<file path="src/rtl/fsk_tag_pkg.sv">
// Package: shared frame geometry and timing helpers for the FSK tag demodulator.
// Assumes the frame layout is fixed by the tag protocol (128-bit window).
package fsk_tag_pkg;

    localparam int WIN_W       = 128;
    localparam int DATA_W      = 64;
    localparam int CRC_W       = 16;
    localparam int PRE_W       = 23;
    localparam logic [PRE_W-1:0] PRE_VAL = 23'h7E0000;
    localparam int SOF_LSB     = 16;
    localparam int DATA_LSB    = 24;
    localparam int CRC_LSB     = 88;
    localparam int EOF_LSB     = 104;
    localparam int RW_BIT      = 111;
    localparam int IDENT_LSB   = 112;
    localparam int IDENT_CMP_W = 15;

    // Ticks expected for a group of cyc carrier cycles at frequency f.
    function automatic int group_ticks(input int hz, input int cyc, input int f);
        return (hz * cyc) / f;
    endfunction

endpackage

</file>
<file path="src/rtl/fsk_edge_timer.sv">
// Module: fsk_edge_timer
// Detects rising edges on the sample stream and reports the sample length of
// every group of GROUP_CYCLES edges. The first edge after reset or clear only
// sets the reference. Assumes one sample per clock; the tick counter saturates,
// so very long groups report the all-ones value.
module fsk_edge_timer #(
    parameter int GROUP_CYCLES = 16,
    parameter int CNT_W        = 10
) (
    input  logic             clk,
    input  logic             rst_n,
    input  logic             clr,
    input  logic             sample_in,
    output logic             meas_vld,
    output logic [CNT_W-1:0] meas_cnt
);

    localparam int EDGE_W = (GROUP_CYCLES > 1) ? $clog2(GROUP_CYCLES) : 1;
    localparam logic [EDGE_W-1:0] EDGE_LAST = EDGE_W'(GROUP_CYCLES - 1);
    localparam logic [CNT_W-1:0]  TICK_MAX  = '1;

    logic              prev_q;
    logic              synced_q;
    logic [EDGE_W-1:0] edge_q;
    logic [CNT_W-1:0]  tick_q;
    logic              rise;

    // Purpose: a rising edge is a high sample after a low one.
    assign rise = sample_in & ~prev_q;

    // Purpose: track the reference edge, count edges and ticks, emit group lengths.
    always_ff @(posedge clk) begin
        if (!rst_n || clr) begin
            prev_q   <= 1'b1;
            synced_q <= 1'b0;
            edge_q   <= '0;
            tick_q   <= '0;
            meas_vld <= 1'b0;
            meas_cnt <= '0;
        end else begin
            prev_q   <= sample_in;
            meas_vld <= 1'b0;
            if (!synced_q) begin
                if (rise) begin
                    synced_q <= 1'b1;
                    tick_q   <= CNT_W'(1);
                    edge_q   <= '0;
                end
            end else if (rise && edge_q == EDGE_LAST) begin
                meas_vld <= 1'b1;
                meas_cnt <= tick_q;
                tick_q   <= CNT_W'(1);
                edge_q   <= '0;
            end else begin
                if (rise) begin
                    edge_q <= edge_q + 1'b1;
                end
                if (tick_q != TICK_MAX) begin
                    tick_q <= tick_q + 1'b1;
                end
            end
        end
    end

endmodule

</file>
<file path="src/rtl/fsk_bit_slicer.sv">
// Module: fsk_bit_slicer
// Classifies a measured group length as a one, a zero or noise. The one band
// is tested first, and both bands are open intervals around their nominal
// counts. Assumes ONE_CNT > ZERO_CNT (the lower frequency codes a one).
module fsk_bit_slicer #(
    parameter int CNT_W    = 10,
    parameter int ONE_CNT  = 259,
    parameter int ZERO_CNT = 238,
    parameter int TOL      = 11
) (
    input  logic             meas_vld,
    input  logic [CNT_W-1:0] meas_cnt,
    output logic             bit_vld,
    output logic             bit_val,
    output logic             bit_bad
);

    localparam logic [CNT_W-1:0] ONE_LO  = CNT_W'(ONE_CNT - TOL);
    localparam logic [CNT_W-1:0] ONE_HI  = CNT_W'(ONE_CNT + TOL);
    localparam logic [CNT_W-1:0] ZERO_LO = CNT_W'(ZERO_CNT - TOL);
    localparam logic [CNT_W-1:0] ZERO_HI = CNT_W'(ZERO_CNT + TOL);

    logic in_one;
    logic in_zero;

    // Purpose: compare the length against both open bands.
    always_comb begin
        in_one  = (meas_cnt > ONE_LO)  && (meas_cnt < ONE_HI);
        in_zero = (meas_cnt > ZERO_LO) && (meas_cnt < ZERO_HI);
    end

    // Purpose: pick one before zero and flag anything outside both as noise.
    always_comb begin
        bit_vld = meas_vld && (in_one || in_zero);
        bit_val = in_one;
        bit_bad = meas_vld && !in_one && !in_zero;
    end

endmodule

</file>
<file path="src/rtl/fsk_frame_window.sv">
// Module: fsk_frame_window
// 128-bit right-shifting window; new bits enter at the top. Noise or a clear
// empties it. new_bit marks the cycle in which the window holds a fresh bit.
module fsk_frame_window
    import fsk_tag_pkg::*;
(
    input  logic             clk,
    input  logic             rst_n,
    input  logic             clr,
    input  logic             bit_vld,
    input  logic             bit_val,
    input  logic             bit_bad,
    output logic [WIN_W-1:0] win,
    output logic             new_bit
);

    // Purpose: shift decoded bits in from the top, or wipe on noise.
    always_ff @(posedge clk) begin
        if (!rst_n || clr) begin
            win     <= '0;
            new_bit <= 1'b0;
        end else begin
            new_bit <= bit_vld;
            if (bit_bad) begin
                win <= '0;
            end else if (bit_vld) begin
                win <= {bit_val, win[WIN_W-1:1]};
            end
        end
    end

endmodule

</file>
<file path="src/rtl/fsk_frame_decode.sv">
// Module: fsk_frame_decode
// Tests the window for a frame after each new bit and registers the fields,
// the CRC verdict and the ident verdict on acceptance. Assumes new_bit is at
// most one cycle wide per bit.
module fsk_frame_decode
    import fsk_tag_pkg::*;
#(
    parameter logic [CRC_W-1:0] CRC_POLY = 16'h1021,
    parameter logic [CRC_W-1:0] CRC_INIT = 16'h0000
) (
    input  logic              clk,
    input  logic              rst_n,
    input  logic              clr,
    input  logic              new_bit,
    input  logic [WIN_W-1:0]  win,
    output logic              frame_valid,
    output logic [DATA_W-1:0] data,
    output logic [CRC_W-1:0]  crc_rx,
    output logic              crc_ok,
    output logic              rw_tag,
    output logic              ident_ok
);

    localparam int NBYTES = DATA_W / 8;

    logic              pre_hit;
    logic              ends_hit;
    logic [DATA_W-1:0] win_data;
    logic [CRC_W-1:0]  win_crc;
    logic [CRC_W-1:0]  crc_calc;
    logic              win_rw;
    logic              win_ident_ok;
    logic              unused_ident_msb;

    // CRC over the data bytes, low byte first, each byte MSB first.
    function automatic logic [CRC_W-1:0] crc_of(input logic [DATA_W-1:0] d);
        logic [CRC_W-1:0] c;
        c = CRC_INIT;
        for (int b = 0; b < NBYTES; b++) begin
            c = c ^ {d[8*b +: 8], {(CRC_W-8){1'b0}}};
            for (int k = 0; k < 8; k++) begin
                c = c[CRC_W-1] ? ((c << 1) ^ CRC_POLY) : (c << 1);
            end
        end
        return c;
    endfunction

    // Purpose: decode the candidate fields and verdicts from the window.
    always_comb begin
        pre_hit      = (win[PRE_W-1:0] == PRE_VAL);
        ends_hit     = (win[SOF_LSB +: 8] == win[EOF_LSB +: 8]);
        win_data     = win[DATA_LSB +: DATA_W];
        win_crc      = win[CRC_LSB +: CRC_W];
        win_rw       = win[RW_BIT];
        crc_calc     = crc_of(win_data);
        win_ident_ok = !win_rw ||
                       (win[IDENT_LSB +: IDENT_CMP_W] == win_data[IDENT_CMP_W-1:0]);
    end

    assign unused_ident_msb = win[WIN_W-1];

    // Purpose: strobe and capture an accepted frame; hold fields otherwise.
    always_ff @(posedge clk) begin
        if (!rst_n || clr) begin
            frame_valid <= 1'b0;
            data        <= '0;
            crc_rx      <= '0;
            crc_ok      <= 1'b0;
            rw_tag      <= 1'b0;
            ident_ok    <= 1'b0;
        end else begin
            frame_valid <= new_bit && pre_hit && ends_hit;
            if (new_bit && pre_hit && ends_hit) begin
                data     <= win_data;
                crc_rx   <= win_crc;
                crc_ok   <= (crc_calc == win_crc);
                rw_tag   <= win_rw;
                ident_ok <= win_ident_ok;
            end
        end
    end

endmodule

</file>
<file path="src/rtl/fsk_tag_demod.sv">
// Module: fsk_tag_demod (top)
// FSK tag demodulator: edge timer -> bit slicer -> frame window -> decoder.
// Assumes one sample per clock at SAMPLE_HZ and a synchronous active-low reset.
module fsk_tag_demod
    import fsk_tag_pkg::*;
#(
    parameter int SAMPLE_HZ    = 2000000,
    parameter int ONE_HZ       = 123200,
    parameter int ZERO_HZ      = 134200,
    parameter int GROUP_CYCLES = 16,
    parameter logic [15:0] CRC_POLY = 16'h1021,
    parameter logic [15:0] CRC_INIT = 16'h0000
) (
    input  logic        clk,
    input  logic        rst_n,
    input  logic        clr,
    input  logic        sample_in,
    output logic        frame_valid,
    output logic [63:0] data,
    output logic [15:0] crc_rx,
    output logic        crc_ok,
    output logic        rw_tag,
    output logic        ident_ok
);

    localparam int ONE_CNT  = group_ticks(SAMPLE_HZ, GROUP_CYCLES, ONE_HZ);
    localparam int ZERO_CNT = group_ticks(SAMPLE_HZ, GROUP_CYCLES, ZERO_HZ);
    localparam int TOL      = (ONE_CNT - ZERO_CNT + 1) >> 1;
    localparam int CNT_W    = $clog2(ONE_CNT + TOL + 1) + 1;

    logic             meas_vld;
    logic [CNT_W-1:0] meas_cnt;
    logic             bit_vld;
    logic             bit_val;
    logic             bit_bad;
    logic [WIN_W-1:0] win;
    logic             new_bit;

    fsk_edge_timer #(
        .GROUP_CYCLES (GROUP_CYCLES),
        .CNT_W        (CNT_W)
    ) u_timer (
        .clk       (clk),
        .rst_n     (rst_n),
        .clr       (clr),
        .sample_in (sample_in),
        .meas_vld  (meas_vld),
        .meas_cnt  (meas_cnt)
    );

    fsk_bit_slicer #(
        .CNT_W    (CNT_W),
        .ONE_CNT  (ONE_CNT),
        .ZERO_CNT (ZERO_CNT),
        .TOL      (TOL)
    ) u_slicer (
        .meas_vld (meas_vld),
        .meas_cnt (meas_cnt),
        .bit_vld  (bit_vld),
        .bit_val  (bit_val),
        .bit_bad  (bit_bad)
    );

    fsk_frame_window u_window (
        .clk     (clk),
        .rst_n   (rst_n),
        .clr     (clr),
        .bit_vld (bit_vld),
        .bit_val (bit_val),
        .bit_bad (bit_bad),
        .win     (win),
        .new_bit (new_bit)
    );

    fsk_frame_decode #(
        .CRC_POLY (CRC_POLY),
        .CRC_INIT (CRC_INIT)
    ) u_decode (
        .clk         (clk),
        .rst_n       (rst_n),
        .clr         (clr),
        .new_bit     (new_bit),
        .win         (win),
        .frame_valid (frame_valid),
        .data        (data),
        .crc_rx      (crc_rx),
        .crc_ok      (crc_ok),
        .rw_tag      (rw_tag),
        .ident_ok    (ident_ok)
    );

endmodule

</file>
<file path="config.mk">
export PLATFORM = sky130hd
export DESIGN_NAME = fsk_tag_demod
export DESIGN_NICKNAME = d
export VERILOG_FILES = /design/src/rtl/fsk_tag_pkg.sv /design/src/rtl/fsk_edge_timer.sv /design/src/rtl/fsk_bit_slicer.sv /design/src/rtl/fsk_frame_window.sv /design/src/rtl/fsk_frame_decode.sv /design/src/rtl/fsk_tag_demod.sv
export SDC_FILE = /design/constraint.sdc
export NUM_CORES = 1
export LEC_CHECK = 0
export CORE_MARGIN = 3
export CORE_UTILIZATION = 40
export CTS_BUF_LIST = sky130_fd_sc_hd__clkbuf_4
export CTS_CLUSTER_DIAMETER = 200
export DETAILED_ROUTE_END_ITERATION = 12
export PLACE_DENSITY_LB_ADDON = 0.25
export SYNTH_ARGS = -nofsm -noshare
export SYNTH_HDL_FRONTEND = slang
export SYNTH_SLANG_ARGS = --single-unit
</file>
<file path="constraint.sdc">
create_clock -name clk -period 5.4 [get_ports clk]
set_input_delay 1.62 -clock clk [delete_from_list [all_inputs] [get_ports clk]]
set_output_delay 1.62 -clock clk [all_outputs]
set_load 0.03 [all_outputs]
</file>
==> impl_metrics.csv <==
group,metric,value,unit
floorplanning,die_h,175.9,um
synth,synth_common_cells,"240 x dfxtp_1, 236 x nor2_1, 125 x a21oi_1, 125 x nor2b_1, 93 x mux2i_1",
detailed_routing,dr.pass1.iters,5,
worst_setup_path,cp-start-kind,"flip-flop",
global_routing,grt_util_all_layers,17.00,%
timing,final-max-slew-violation-count,0,
synth,ys.flop_type,"dfxtp_1",
worst_setup_path,startpoint,"u_window.win[34]",
global_routing,first_global_vias,8200,
detailed_routing,first_iter_violations,473,
timing,clock.fmax,0.2251,GHz
worst_hold_path,hold_path.class,"reg2reg",
floorplanning,rows,61,
detailed_routing,drc,0,
detailed_routing,postRouteAntennaNets,0,
detailed_routing,viasPerCell,4.838,
timing,rsz0062_at_grt,"false",
placed_design,dp_slack,0.9764,ns
timing,tightest_slew,1.008,ns
power_and_ir_drop,p_leak,5.239,nW
power_and_ir_drop,power_density,263.8,nW/um2
job,maxCapViolCount,0,
global_routing,grt_overflow,0,
clock_network,tritoncts,"yes",
power_and_ir_drop,worst_ir_drop_vdd,115.4,uV
cells_and_area,nFillCells,2731,
clock_network,cts_buffers,68,
worst_setup_path,worst_setup_path_end_kind,"flip-flop",
synth,synth_enable_flop_cells,0,
clock_network,clk_pin_slew_worst_paths,0.06,ns
detailed_routing,vias,8224,
synth,ys_warn_count,0,
floorplanning,die_x,175.9,um
timing,timing.hold.ws,0.4733,ns
placed_design,gp_congestion,0.8515,
timing,fin_crit,4.443,ns
clock_network,clock_latency,0.66,ns
timing,slew_headroom,32.82,%
cells_and_area,drive_gt1_share,9.841,%
clock_network,cts_max_level,3,
synth,netlist_instances,1188,
timing,tns,0,ns
synth,ys_ff_latch,240,
worst_setup_path,critPathArrivalTime,5.00,ns
cells_and_area,area_growth,17.59,%
synth,synth.top_cell.area_share,41.61,%
synth,synth.avg_cell_area,9.719,um2
detailed_routing,finalWirelength,25930,um
synth,synth_area,11550,um2
cells_and_area,nNetsFinal,1276,
clock_network,clock-root-buffer,"clkbuf_4",
floorplanning,dieArea,30940,um2
floorplanning,core,28090,um2
worst_setup_path,timing_worst_setup_path_type,"reg2reg",
timing,worst_slack,0.9569,ns
synth,yosysSeqAreaShare,41.61,%
floorplanning,ios,88,
floorplanning,start_util,41.11,%
clock_network,cts_sinks,240,
timing,fin_worst_skew,0.03541,ns
global_routing,grt_max_degree,131,
clock_network,cts_hold_buf,0,
detailed_routing,routedWlPerCell,15.25,um
cells_and_area,design_area,13580,um2
clock_network,clk_path_buf_depth,3,
synth,synth_area_leader_cell,"dfxtp_1",
synth,yosysMostFrequentCell,"dfxtp_1",
power_and_ir_drop,total_power,3.582,mW
synth,yosys-top-cells-area,"dfxtp_1 42%, xnor3_1 8.8%, mux2i_1 8.1%, nor2_1 7.7%, xnor2_1 7.0%",
worst_setup_path,worst-endpoint-required,5.96,ns
timing,finalSetupViolations,0,
synth,async_flop_share,0,%
timing,final_hold_viol_count,0,
worst_hold_path,worstHoldStart,"u_timer.edge_q[1]",
global_routing,grt_first_pass_wirelength,43080,um
clock_network,post_cts_resized,0,
global_routing,antenna_found_initial,1,
synth,synth_fp_nets,1194,
synth,yosys.cell_types.count,41,
placed_design,place_area,12640,um2
placed_design,dp_hpwl,17230,um
placed_design,port_buffers,87,
worst_setup_path,r2r_start,"u_window.win[34]",
timing,fin_crit_sh,82.28,%
status,status,"complete, no violations",
clock_network,post_cts_buffers,0,
worst_setup_path,crit_fanout,7,
==> power by group <==
group	internal, mW	switching [mW]
Combinational	0.00620	0.0303
Sequential	1.77	0.000618
Clock	1.02	0.757
==> metal layers <==
layer	wire length, um	share of wire, %	up-vias	track usage, %
met1	12900	50	3859	24.06
met3	1199	4.6	38	4.064
met5	0	0	-	0
met4	448	1.7	0	5.642
met2	11380	44	180	25.57
li1	-	-	4147	-
==> sequential cells by signal, summed over array words and instances (netlist names), 4 cells and up <==
register          flops
u_timer.tick_q       10
u_decode.data        64
u_timer.meas_cnt     10
u_window.win        128
u_decode.crc_rx      16
u_timer.edge_q        4
==> stage by stage <==
step,utilization (%),instances
6_report,48.34,1700
5_1_grt,48.34,1700
4_1_cts,48.33,1699
3_5_place_dp,45.01,1578
3_3_place_gp,45.01,1578
2_1_floorplan,-,1188
==> area by class of cell <==
| type | instances | area [um2] | area share, % |
|---|---|---|---|
| diodes | 1 | 2.502 | 0.01843 |
| clock buffers | 103 | 773.2 | 5.695 |
| clock inverters | 18 | 160.2 | 1.180 |
| inverters | 6 | 22.52 | 0.1659 |
| multi-input cells | 861 | 6409 | 47.20 |
| flip-flops and latches | 240 | 4808 | 35.42 |
| well taps | 378 | 473.0 | 3.484 |
| repair buffers | 93 | 928.4 | 6.838 |
==> layout by cell type, fill, tap and decap left out, types with 4 or more instances in the layout <==
| cell type | n |
|---|---|
| clkinv_2 | 4 |
| and3_1 | 5 |
| clkbuf_4 | 103 |
| xnor2_1 | 92 |
| xor2_1 | 48 |
| o21ai_0 | 5 |
| xnor3_1 | 45 |
| dfxtp_1 | 239 |
| nor2_1 | 236 |
| a21oi_1 | 125 |
| a2bb2oi_1 | 5 |
| nand2_1 | 9 |
| nor2b_1 | 125 |
| xnor3_2 | 4 |
| xor3_1 | 11 |
| clkdlybuf4s50_1 | 87 |
| inv_1 | 6 |
| nand3_1 | 7 |
| nand4_1 | 11 |
| mux2i_1 | 93 |
| buf_4 | 5 |
| nor3_1 | 4 |
| nor4_1 | 4 |
| clkinv_1 | 8 |
==> critical path, stage by stage, from the launching register on <==
cell and delay, ns:
dfxtp_1 0.48, xnor3_1 0.55, xor3_1 0.48, xnor3_2 0.46
xnor3_2 0.49, xnor3_2 0.48, xnor3_2 0.44, xnor3_1 0.23
or4_1 0.40, nand2_1 0.09, o2111ai_1 0.11, o32ai_1 0.14
==> final timing paths <==
path / endpoint / slack (ns) / cells past startpoint
hold reg to reg: u_timer.edge_q[1] / 0.47 / 2
setup reg to reg: u_decode.crc_ok / 0.96 / 11
hold / removal: u_timer.edge_q[1] / 0.47 / 2
setup / recovery: u_decode.crc_ok / 0.96 / 11
==> kinds of logic after synthesis <==
group	count (synthesis)	synth area share, %
compound gates	145	6.751
flops	240	41.61
mux	93	8.062
xor+xnor	202	22.92
buf+inv	87	3.023
fa+ha+maj	2	0.2167
simple gates	419	17.41
Power figures use the tool's default switching activity.
